--- src/rtl/dseq_pkg.sv ---
`timescale 1ns/1ps
package dseq_pkg;
  // control word 0 bit positions
  localparam int C0_IRQ         = 0;
  localparam int C0_DEC         = 1;
  localparam int C0_CIPHER      = 5;
  localparam int C0_HASH        = 6;
  localparam int C0_ENCRYPT     = 8;
  localparam int C0_CIPHER_INIT = 9;
  localparam int C0_KEY_PAYLOAD = 11;
  localparam int C0_HASH_INIT   = 12;
  localparam int C0_HASH_TERM   = 13;
  // control word 1 fields
  localparam int C1_CBC     = 4;
  localparam int C1_ALG_LSB = 16;
  localparam int C1_ALG_W   = 4;
  // descriptor word order
  localparam int DESC_WORDS = 8;
  localparam int W_NEXT     = 0;
  localparam int W_CTRL0    = 1;
  localparam int W_CTRL1    = 2;
  localparam int W_SRC      = 3;
  localparam int W_DST      = 4;
  localparam int W_SIZE     = 5;
  localparam int W_PAYLOAD  = 6;
  localparam int W_STATUS   = 7;
  localparam logic [7:0] ERR_BAD_SIZE = 8'h01;

  typedef enum logic [2:0] {
    ST_IDLE, ST_FETCH, ST_DISPATCH, ST_RUN, ST_WRITE, ST_FINISH
  } seq_state_t;

  typedef struct packed {
    logic                cipher_en;
    logic                hash_en;
    logic                encrypt;
    logic                cbc;
    logic                cipher_init;
    logic                key_payload;
    logic                hash_init;
    logic                hash_term;
    logic [C1_ALG_W-1:0] hash_alg;
    logic                want_dec;
    logic                want_irq;
  } op_flags_t;
endpackage

--- src/rtl/dseq_sema.sv ---
`timescale 1ns/1ps
module dseq_sema #(
  parameter int CNT_W = 8
) (
  input  logic             clk,
  input  logic             rst,
  input  logic             add_en,
  input  logic [CNT_W-1:0] add_val,
  input  logic             dec_en,
  output logic [CNT_W-1:0] count
);
  localparam logic [CNT_W-1:0] CNT_MAX = {CNT_W{1'b1}};

  logic [CNT_W:0]   sum;
  logic [CNT_W-1:0] after_add;
  logic [CNT_W-1:0] count_nxt;

  always_comb begin
    sum       = {1'b0, count} + (add_en ? {1'b0, add_val} : '0);
    after_add = sum[CNT_W] ? CNT_MAX : sum[CNT_W-1:0];
    count_nxt = (dec_en && after_add != '0) ? after_add - 1'b1 : after_add;
  end

  always_ff @(posedge clk) begin
    if (rst) count <= '0;
    else     count <= count_nxt;
  end

  AST_SEMA_HOLD: assert property (@(posedge clk) disable iff (rst)
    (!add_en && !dec_en) |=> $stable(count));
  AST_SEMA_SAT: assert property (@(posedge clk) disable iff (rst)
    (add_en && !dec_en && (({1'b0, count} + {1'b0, add_val}) > {1'b0, CNT_MAX}))
      |=> count == CNT_MAX);
  AST_SEMA_DEC: assert property (@(posedge clk) disable iff (rst)
    (dec_en && !add_en && count != '0) |=> count == $past(count) - 1'b1);
  AST_SEMA_FLOOR: assert property (@(posedge clk) disable iff (rst)
    (dec_en && !add_en && count == '0) |=> count == '0);
endmodule

--- src/rtl/dseq_fetch.sv ---
`timescale 1ns/1ps
module dseq_fetch #(
  parameter int WORD_W = 32,
  parameter int WORDS  = 8
) (
  input  logic                         clk,
  input  logic                         rst,
  input  logic                         start,
  input  logic [WORD_W-1:0]            base_addr,
  output logic                         rd_req,
  output logic [WORD_W-1:0]            rd_addr,
  input  logic                         rd_valid,
  input  logic [WORD_W-1:0]            rd_data,
  output logic [WORDS-1:0][WORD_W-1:0] words,
  output logic                         done
);
  localparam int IDX_W = $clog2(WORDS);
  localparam logic [IDX_W-1:0]  LAST  = IDX_W'(WORDS - 1);
  localparam logic [WORD_W-1:0] BYTES = WORD_W'(WORD_W / 8);

  logic             active;
  logic [IDX_W-1:0] idx;

  always_ff @(posedge clk) begin
    if (rst) begin
      active  <= 1'b0;
      idx     <= '0;
      rd_addr <= '0;
      done    <= 1'b0;
    end else begin
      done <= 1'b0;
      if (start) begin
        active  <= 1'b1;
        idx     <= '0;
        rd_addr <= base_addr;
      end else if (active && rd_valid) begin
        rd_addr <= rd_addr + BYTES;
        if (idx == LAST) begin
          active <= 1'b0;
          done   <= 1'b1;
        end else begin
          idx <= idx + 1'b1;
        end
      end
    end
  end

  // descriptor word store, no reset so it maps to plain registers or RAM
  always_ff @(posedge clk) begin
    if (active && rd_valid) words[idx] <= rd_data;
  end

  assign rd_req = active;

  AST_ADDR_HELD: assert property (@(posedge clk) disable iff (rst)
    (rd_req && !rd_valid) |=> $stable(rd_addr));
  AST_DONE_PULSE: assert property (@(posedge clk) disable iff (rst)
    done |=> !done);
endmodule

--- src/rtl/dseq_decode.sv ---
`timescale 1ns/1ps
module dseq_decode
  import dseq_pkg::*;
#(
  parameter int WORD_W    = 32,
  parameter int BLK_BYTES = 16
) (
  input  logic [WORD_W-1:0] ctrl0,
  input  logic [WORD_W-1:0] ctrl1,
  input  logic [WORD_W-1:0] size_bytes,
  output op_flags_t         flags,
  output logic              size_bad
);
  localparam int BLK_LSB = $clog2(BLK_BYTES);

  always_comb begin
    flags.cipher_en   = ctrl0[C0_CIPHER];
    flags.hash_en     = ctrl0[C0_HASH];
    flags.encrypt     = ctrl0[C0_ENCRYPT];
    flags.cipher_init = ctrl0[C0_CIPHER_INIT];
    flags.key_payload = ctrl0[C0_KEY_PAYLOAD];
    flags.hash_init   = ctrl0[C0_HASH_INIT];
    flags.hash_term   = ctrl0[C0_HASH_TERM];
    flags.want_dec    = ctrl0[C0_DEC];
    flags.want_irq    = ctrl0[C0_IRQ];
    flags.cbc         = ctrl1[C1_CBC];
    flags.hash_alg    = ctrl1[C1_ALG_LSB +: C1_ALG_W];
  end

  assign size_bad = ctrl0[C0_CIPHER] && (size_bytes[BLK_LSB-1:0] != '0);

  logic unused_bits;
  assign unused_bits = ^{ctrl0[WORD_W-1:C0_HASH_TERM+1], ctrl0[10], ctrl0[7],
                         ctrl0[4:2], ctrl1[WORD_W-1:C1_ALG_LSB+C1_ALG_W],
                         ctrl1[C1_ALG_LSB-1:C1_CBC+1], ctrl1[C1_CBC-1:0],
                         size_bytes[WORD_W-1:BLK_LSB]};
endmodule

--- src/rtl/desc_dma_seq.sv ---
`timescale 1ns/1ps
module desc_dma_seq
  import dseq_pkg::*;
#(
  parameter int WORD_W    = 32,
  parameter int SEMA_W    = 8,
  parameter int STAT_W    = 8,
  parameter int BLK_BYTES = 16
) (
  input  logic              clk,
  input  logic              rst,
  input  logic              cmdptr_wr,
  input  logic [WORD_W-1:0] cmdptr_wdata,
  input  logic              sema_wr,
  input  logic [SEMA_W-1:0] sema_wdata,
  output logic [SEMA_W-1:0] sema_count,
  output logic              busy,
  output logic              irq,
  output logic              rd_req,
  output logic [WORD_W-1:0] rd_addr,
  input  logic              rd_valid,
  input  logic [WORD_W-1:0] rd_data,
  output logic              wr_req,
  output logic [WORD_W-1:0] wr_addr,
  output logic [WORD_W-1:0] wr_data,
  input  logic              wr_ack,
  output logic              eng_start,
  output logic [WORD_W-1:0] eng_src,
  output logic [WORD_W-1:0] eng_dst,
  output logic [WORD_W-1:0] eng_size,
  output logic [WORD_W-1:0] eng_payload,
  output logic              eng_cipher,
  output logic              eng_hash,
  output logic              eng_encrypt,
  output logic              eng_cbc,
  output logic              eng_cipher_init,
  output logic              eng_key_payload,
  output logic              eng_hash_init,
  output logic              eng_hash_term,
  output logic [3:0]        eng_hash_alg,
  input  logic              eng_done,
  input  logic [STAT_W-1:0] eng_status
);
  localparam logic [WORD_W-1:0] STATUS_OFS = WORD_W'(W_STATUS * (WORD_W / 8));

  seq_state_t                       state;
  logic [WORD_W-1:0]                cmd_ptr;
  logic                             parked;
  logic                             go;
  logic                             fetch_done;
  logic                             sema_dec;
  logic [DESC_WORDS-1:0][WORD_W-1:0] words;
  op_flags_t                        flags;
  logic                             size_bad;
  logic [WORD_W-1:0]                next_ptr;

  assign go       = (state == ST_IDLE) && (sema_count != '0) && !parked;
  assign sema_dec = (state == ST_FINISH) && flags.want_dec;
  assign next_ptr = words[W_NEXT];
  assign busy     = (state != ST_IDLE);

  dseq_sema #(.CNT_W(SEMA_W)) i_sema (
    .clk(clk), .rst(rst), .add_en(sema_wr), .add_val(sema_wdata),
    .dec_en(sema_dec), .count(sema_count)
  );

  dseq_fetch #(.WORD_W(WORD_W), .WORDS(DESC_WORDS)) i_fetch (
    .clk(clk), .rst(rst), .start(go), .base_addr(cmd_ptr),
    .rd_req(rd_req), .rd_addr(rd_addr), .rd_valid(rd_valid), .rd_data(rd_data),
    .words(words), .done(fetch_done)
  );

  dseq_decode #(.WORD_W(WORD_W), .BLK_BYTES(BLK_BYTES)) i_decode (
    .ctrl0(words[W_CTRL0]), .ctrl1(words[W_CTRL1]), .size_bytes(words[W_SIZE]),
    .flags(flags), .size_bad(size_bad)
  );

  always_ff @(posedge clk) begin
    if (rst) begin
      state     <= ST_IDLE;
      cmd_ptr   <= '0;
      parked    <= 1'b0;
      irq       <= 1'b0;
      eng_start <= 1'b0;
      wr_req    <= 1'b0;
      wr_addr   <= '0;
      wr_data   <= '0;
    end else begin
      irq       <= 1'b0;
      eng_start <= 1'b0;
      if (cmdptr_wr) cmd_ptr <= cmdptr_wdata;
      if (sema_wr)   parked  <= 1'b0;
      unique case (state)
        ST_IDLE: if (go) state <= ST_FETCH;
        ST_FETCH: if (fetch_done) state <= ST_DISPATCH;
        ST_DISPATCH: begin
          if (size_bad) begin
            wr_req  <= 1'b1;
            wr_addr <= cmd_ptr + STATUS_OFS;
            wr_data <= WORD_W'(ERR_BAD_SIZE);
            state   <= ST_WRITE;
          end else if (flags.cipher_en || flags.hash_en) begin
            eng_start <= 1'b1;
            state     <= ST_RUN;
          end else begin
            wr_req  <= 1'b1;
            wr_addr <= cmd_ptr + STATUS_OFS;
            wr_data <= '0;
            state   <= ST_WRITE;
          end
        end
        ST_RUN: if (eng_done) begin
          wr_req  <= 1'b1;
          wr_addr <= cmd_ptr + STATUS_OFS;
          wr_data <= WORD_W'(eng_status);
          state   <= ST_WRITE;
        end
        ST_WRITE: if (wr_ack) begin
          wr_req <= 1'b0;
          state  <= ST_FINISH;
        end
        ST_FINISH: begin
          irq <= flags.want_irq;
          if (next_ptr != '0) cmd_ptr <= next_ptr;
          else if (!sema_wr)  parked  <= 1'b1;
          state <= ST_IDLE;
        end
        default: state <= ST_IDLE;
      endcase
    end
  end

  assign eng_src         = words[W_SRC];
  assign eng_dst         = words[W_DST];
  assign eng_size        = words[W_SIZE];
  assign eng_payload     = words[W_PAYLOAD];
  assign eng_cipher      = flags.cipher_en;
  assign eng_hash        = flags.hash_en;
  assign eng_encrypt     = flags.encrypt;
  assign eng_cbc         = flags.cbc;
  assign eng_cipher_init = flags.cipher_init;
  assign eng_key_payload = flags.key_payload;
  assign eng_hash_init   = flags.hash_init;
  assign eng_hash_term   = flags.hash_term;
  assign eng_hash_alg    = flags.hash_alg;

  logic unused_bits;
  assign unused_bits = ^words[W_STATUS];

  AST_IRQ_PULSE: assert property (@(posedge clk) disable iff (rst)
    irq |=> !irq);
  AST_START_PULSE: assert property (@(posedge clk) disable iff (rst)
    eng_start |=> !eng_start);
  AST_NO_START_BAD_SIZE: assert property (@(posedge clk) disable iff (rst)
    eng_start |-> !size_bad);
  AST_NO_START_NO_PATH: assert property (@(posedge clk) disable iff (rst)
    (state == ST_DISPATCH && !flags.cipher_en && !flags.hash_en) |=> !eng_start);
  AST_BUS_EXCL: assert property (@(posedge clk) disable iff (rst)
    !(rd_req && wr_req));
  AST_PARK_HOLD: assert property (@(posedge clk) disable iff (rst)
    (parked && state == ST_IDLE && !sema_wr) |=> state == ST_IDLE);
endmodule

--- config.mk ---
export PLATFORM = sky130hd
export DESIGN_NAME = desc_dma_seq
export DESIGN_NICKNAME = d
export VERILOG_FILES = /design/src/rtl/dseq_pkg.sv /design/src/rtl/dseq_sema.sv /design/src/rtl/dseq_fetch.sv /design/src/rtl/dseq_decode.sv /design/src/rtl/desc_dma_seq.sv
export SDC_FILE = /design/constraint.sdc
export NUM_CORES = 1
export LEC_CHECK = 0
export BUFFER_PORTS_ARGS = -buffer_cell sky130_fd_sc_hd__buf_2
export CELL_PAD_IN_SITES_DETAIL_PLACEMENT = 0
export CELL_PAD_IN_SITES_GLOBAL_PLACEMENT = 1
export CORE_ASPECT_RATIO = 0.75
export CORE_MARGIN = 2
export CORE_UTILIZATION = 40
export DETAILED_ROUTE_END_ITERATION = 16
export PLACE_DENSITY = 0.87
export SLEW_MARGIN = 20
export SYNTH_ARGS = -nofsm -noshare
export SYNTH_HDL_FRONTEND = slang
export SYNTH_SLANG_ARGS = --single-unit
export TNS_END_PERCENT = 50
--- constraint.sdc ---
create_clock -name clk -period 4.8 [get_ports clk]
set_input_delay 0.24 -clock clk [delete_from_list [all_inputs] [get_ports clk]]
set_output_delay 0.24 -clock clk [all_outputs]
set_load 0.01 [all_outputs]
==> After elaboration in Yosys (flattened, before gate mapping) <==
Cells that the tools add are included.
{ "totals": {"regBits": 404, "word_cells": 111, "in_bits": 87, "output_inout_bits": 249} }
{ "op_classes": {"n_lt_le_gt_ge": 2, "n_mux": 40, "add_sub_neg": 5, "n_reduce_logical": 28, "n_bitwise": 4, "n_eq_ne": 11} }
{ "ops": {"columns": ["operator", "n"], "rows": [
  ["$mux 32", 12],
  ["$bwmux 256", 1],
  ["$pmux 32 s2", 2],
  ["$demux 32 s3", 1],
  ["$add 32x3->32 const B", 1],
  ["$add 32x5->32 const B", 1],
  ["$reduce_bool 32->1", 1],
  ["$mux 8", 3],
  ["$mux 3", 6],
  ["$reduce_bool 8->1", 2],
  ["$pmux 3 s5", 1],
  ["$mux 1", 13],
  ["$add 8x9->9", 1],
  ["$eq 3x3->1 const B", 3],
  ["$reduce_and 4->1", 2],
  ["$sub 8x1->8 const B", 1],
  ["$logic_and 1x1->1", 7],
  ["$eq 3x2->1 const B", 2],
  ["$ne 2x2->1 const B", 3],
  ["$reduce_bool 2->1", 3],
  ["$reduce_bool 3->1", 2],
  ["$reduce_or 3->1", 2],
  ["$lt 3x4->1 const B", 1],
  ["$not 1->1", 4],
  ["other kinds (13)", 15]
]} }

==> Logic depth before layout (Yosys ltp) <==
{ "logic_depth": {"word_depth": 6, "ltp_mapped": 14, "depth_no_buf": 14} }

==> Cells and area by module <==
A second synthesis with hierarchy kept.
{ "hier_totals": {"cells_unflattened": 1111, "area_unflattened_um2": 14976.9} }
{ "modules_own_cells": {"columns": ["module", "seq_area_each_um2", "area_each_um2", "instances", "cells_per_inst"], "rows": [
  ["dseq_fetch", 8428.1, 9776.9, 1, 518],
  ["desc_dma_seq", 1581.5, 4172.8, 1, 475],
  ["dseq_sema", 160.2, 910.9, 1, 103],
  ["dseq_decode", 0.0, 116.4, 1, 15]
]} }

==> Worst setup path after synthesis <==
No wires, ideal clock.
{ "synth_path": {"path_type": "register -> register", "from": "register i_fetch.active (netlist: i_fetch.rd_req)", "to": "register i_fetch.words[0] in the netlist's numbering (enable)", "setup_slack_ns": 0.619, "path_stages_with_launch": 3, "setup_ns": 0.501, "arrival_ns": 3.680, "n_path_buf": 0, "cell_sequence": "dfxtp_1 nand2_2 nor4_1"} }
{ "synth_via": {"elab_chain_cells": 1} }
{ "synth_lines": {"columns": ["item", "line", "source"], "rows": [
  ["start: declaration", "dseq_fetch.sv:21", "logic active;"],
  ["start signal: assignment", "dseq_fetch.sv:26", "active <= 1'b0;"],
  ["start signal: assignment", "dseq_fetch.sv:33", "active <= 1'b1;"],
  ["start signal: assignment", "dseq_fetch.sv:39", "active <= 1'b0;"],
  ["$logic_and 1x1->1", "dseq_fetch.sv:50", "if (active && rd_valid) words[idx] <= rd_data;"],
  ["end signal: indexed assignment", "dseq_fetch.sv:50", null],
  ["end: declaration", "dseq_fetch.sv:14", "output logic [WORDS-1:0][WORD_W-1:0] words,"]
]} }
No other way between the ends.
A chain may end at the register's enable or synchronous reset.

==> Final worst setup path <==
{ "layout_path": {"from": "input port sema_wr", "to": "register i_sema.count[4]"} }
{ "layout_via": {"elab_chain_cells": 6} }
{ "layout_lines": {"columns": ["item", "line", "source"], "rows": [
  ["start: declaration", "desc_dma_seq.sv:14", "input logic sema_wr,"],
  ["$mux 8 *", "dseq_sema.sv:19", "sum = {1'b0, count} + (add_en ? {1'b0, add_val} : '0);"],
  ["$add 8x9->9 *", "dseq_sema.sv:19", null],
  ["$mux 8 *", "dseq_sema.sv:20", "after_add = sum[CNT_W] ? CNT_MAX : sum[CNT_W-1:0];"],
  ["parallel branches: the longest is 2 deep, another holds $sub 8x1->8", null, null],
  ["$mux 8 *", "dseq_sema.sv:21", "count_nxt = (dec_en && after_add != '0) ? after_add - 1'b1 : after_add;"],
  ["end signal: assignment", "dseq_sema.sv:26", "else count <= count_nxt;"],
  ["end: declaration", "dseq_sema.sv:10", "output logic [CNT_W-1:0] count"]
]} }
Mark *: on every way between the ends.

==> flow_summary.yaml <==
run_status:
  run_status: "finished clean"
job:
  drv_cap: 0
floorplanning:
  core_um2: 31300
  die_w_um: 210
  dieArea_um2: 33400
  die_h_um: 159
  io_pins: 336
  rows: 56
  floorplan.initialDensity: 0.408
power_and_ir_drop:
  ir_drop_uv: 326
  power.leakage_nw: 5.89
  powerDensity_nw_per_um2: 394
routing:
  viasPerCell: 5.07
  avgRoutedWirePerCell_um: 19.4
  drc_errors: 0
  drtIter0Drc: 646
  drtPass1Iterations: 5
  routed_wl_um: 34000
  drtAntennaViolNets: 0
  vias: 8913
yosys:
  ys_top_cells_by_area: "edfxtp_1 (41%), dfxtp_1 (19%), buf_4 (9.2%), a211oi_1 (4.8%), nor2_1 (3.9%)"
  synthFlopType: "edfxtp_1"
  ys_seq_elements: 298
  ys_warn_count: 0
  synth.top_cell.area_share: 0.409
  ys_types: 54
  yosys.area.top_type: "edfxtp_1"
  syn_area_um2: 12800
  syn_area_per_cell_um2: 11.7
  syn_inst: 1090
  ys_seq_area_frac: 0.604
  synth_enable_flop_cells: 174
  ys_async_sr_fraction: 0
setup_path:
  rr_startpoint: "i_sema.count[0]$_SDFF_PP0_"
  crit_buf_inv: 2
  cpMaxStageDelayCell: "dlygate4sd3_1"
  cp_data_required_time_ns: 5.22
  slowest_delay_ns: 0.53
  reg2regPathDepth: 13
  r2r_end: "i_sema.count[4]$_SDFF_PP0_"
  path_delay_family: "simple AND/OR/NAND/NOR gates"
  cp-end-kind: "register"
  crit_path_cell_trace: "dlygate4sd3_1 > buf_2 > and2_1 > ha_1 > fa_1 > a211oi_2 > o31ai_2 > nor3_1 > nor2_1 > nor2_1 > ha_1 > nand3_1 > nand3b_1 > a311oi_1 > xor2_1 > nor2_1"
  arrival_ns: 3.87
  cp_common_cell: "nor2_1"
  critPathMaxFanout: 9
  r2r_slack_ns: 1.50
  setup.worst_path.class: "in2reg"
  cp-start-kind: "input port"
timing:
  setup-tns-final_ns: 0
  fin_crit_ns: 3.45
  clock_skew_ns: 0.0239
  fmax_mhz: 289
  final-max-slew-violation-count: 0
  fin_ws_ns: 1.35
  period_share: 0.720
  tightest_slew_ns: 1.08
  rsz0062_at_grt: "false"
  hold_viol: 0
  setup_viol: 0
  slew_headroom: 0.277
clock_network:
  clock_tree.root_cell: "clkbuf_16"
  cts.htree.levels: 1
  clock_latency_ns: 0.58
  cts_tree: "built"
  postCtsSetupRepairBufs: 0
  clkTransAtPathRegs_ns: 0.06
  cts_buffer_depth: 3
  cts_sinks: 298
  numCtsBuffers: 30
  cts_resized: 0
  ctsHoldBuffers: 56
global_route:
  grt_max_degree: 71
  grt_pass1_wl_um: 52000
  grt_pass1_vias: 8872
  grtUsageTotal: 0.199
  antenna_found_initial: 2
  grt_overflow: 0
placed_design:
  hpwl_um: 23400
  io_buffers: 311
  dpl_worst_slack_ns: 1.34
  gp_congestion: 0.855
  dp_cells: 1640
worst_hold_path:
  hold_end: "cmd_ptr[3]$_SDFF_PP0_"
  whs_path_depth: 3
  min_from: "cmdptr_wdata[3]"
  holdCritPathClass: "in2reg"
finish:
  syn2layout_area_growth_pct: 19.7
  finalNonFillerCells: 1757
  fin_nets: 1426
  layout-drive-gt1-share: 0.290
-- logic make-up after synthesis --
kind of cell,Yosys count,synth area share
flip-flops,298,0.604
buffers and inverters,209,0.107
other,1,0.000294
multiplexers,38,0.0303
adder cells (fa/ha/maj),15,0.0153
AND/OR/NAND/NOR,323,0.121
AO/OA/AOI/OAI,149,0.0833
XOR/XNOR,57,0.0391
-- where the power goes --
| group | total (mW) | internal, mW | switching, mW |
|---|---|---|---|
| registers | 2.99 | 2.84 | 0.155 |
| logic | 0.779 | 0.321 | 0.459 |
| clock network | 2.26 | 1.26 | 0.999 |
-- metrics by stage --
stage          power, mW  utilization  hold WS, ns  cell area (µm²)
3_3_place_gp        3.76        0.438        0.436            13700
4_1_cts             6.07        0.486      0.00185            15200
3_5_place_dp        3.77        0.438        0.446            13700
2_1_floorplan       3.49            -        0.319            12900
5_1_grt             6.27        0.488       0.0226            15300
6_report            6.03        0.488       0.0302            15300
-- flip-flops by register name, summed over array words and instances, names as in the netlist, 3 cells and up --
name             cells
cmd_ptr             32
i_fetch.idx          3
i_fetch.rd_addr     32
i_fetch.words      174
i_sema.count         8
state                3
wr_addr             32
wr_data              8
-- placed cells by master (no fill, tap or decap), types with 3 or more instances in the layout --
| cell | count |
|---|---|
| buf_2 | 310 |
| edfxtp_1 | 174 |
| nor2_1 | 129 |
| dfxtp_1 | 124 |
| a211oi_1 | 82 |
| dlygate4sd3_1 | 56 |
| nand2_1 | 50 |
| nand3_1 | 39 |
| mux2i_1 | 36 |
| xor2_1 | 32 |
| clkbuf_16 | 30 |
| xnor2_1 | 25 |
| a21oi_1 | 25 |
| conb_1 | 24 |
| nor3_1 | 18 |
| ha_1 | 14 |
| nor4_1 | 13 |
| and3_1 | 13 |
| and2_1 | 12 |
| o21ai_0 | 12 |
| inv_1 | 11 |
| a311oi_1 | 11 |
| or3_1 | 10 |
| buf_4 | 9 |
| nand4_1 | 8 |
| clkinvlp_2 | 6 |
| diode_2 | 5 |
| nand2b_1 | 5 |
| clkinvlp_4 | 5 |
| clkbuf_1 | 5 |
| nor3_2 | 4 |
| nor2_4 | 3 |
| and4_1 | 3 |
| and3b_1 | 3 |
| a31oi_1 | 3 |
| clkinv_2 | 3 |
-- final cells by class --
cell class	count	area, µm²
fillers	2795	16000
clock buffers	35	769
clock inverters	19	180
repair buffers	377	2230
inverters	11	41.3
multi-input cells	606	3840
diodes	5	12.5
well taps	406	508
flip-flops and latches	298	7710
-- how the worst max path moves through the flow --
stage,cells after the start,start,slack (ns),end
3_5_place_dp,15,sema_wr,1.34,i_sema.count[4]$_SDFF_PP0_
2_1_floorplan,2,i_fetch.rd_req$_SDFFE_PP0P_,0.62,i_fetch.words[0]$_DFFE_PP_
5_1_grt,16,sema_wr,1.00,i_sema.count[4]$_SDFF_PP0_
6_report,16,sema_wr,1.35,i_sema.count[4]$_SDFF_PP0_
4_1_cts,16,sema_wr,1.39,i_sema.count[4]$_SDFF_PP0_
3_3_place_gp,15,sema_wr,1.46,i_sema.count[4]$_SDFF_PP0_
-- worst min-delay path, stage by stage --
cell and delay (ns):
buf_2 0.09, mux2i_1 0.13, a211oi_1 0.08
-- cell usage after synthesis, drive strengths merged (4+ instances only) --
cell type and count:
edfxtp 174, buf 159, nor2 132, dfxtp 124
a211oi 84, nand2 51, clkbuf 39, nand3 39
mux2i 36, xor2 32, a21oi 26, xnor2 25
nor3 22, nor4 15, ha 14, and3 13
o21ai 13, and2 12, a311oi 11, inv 11
or3 10, nand4 8, nand2b 5, a31oi 4
-- layer usage --
layer / share of wire / track usage
met1: 0.44 / 0.267
met2: 0.48 / 0.330
met3: 0.071 / 0.0483
met4: 0.012 / 0.0361
met5: 0 / 0
(Power assumes the default switching activity.)
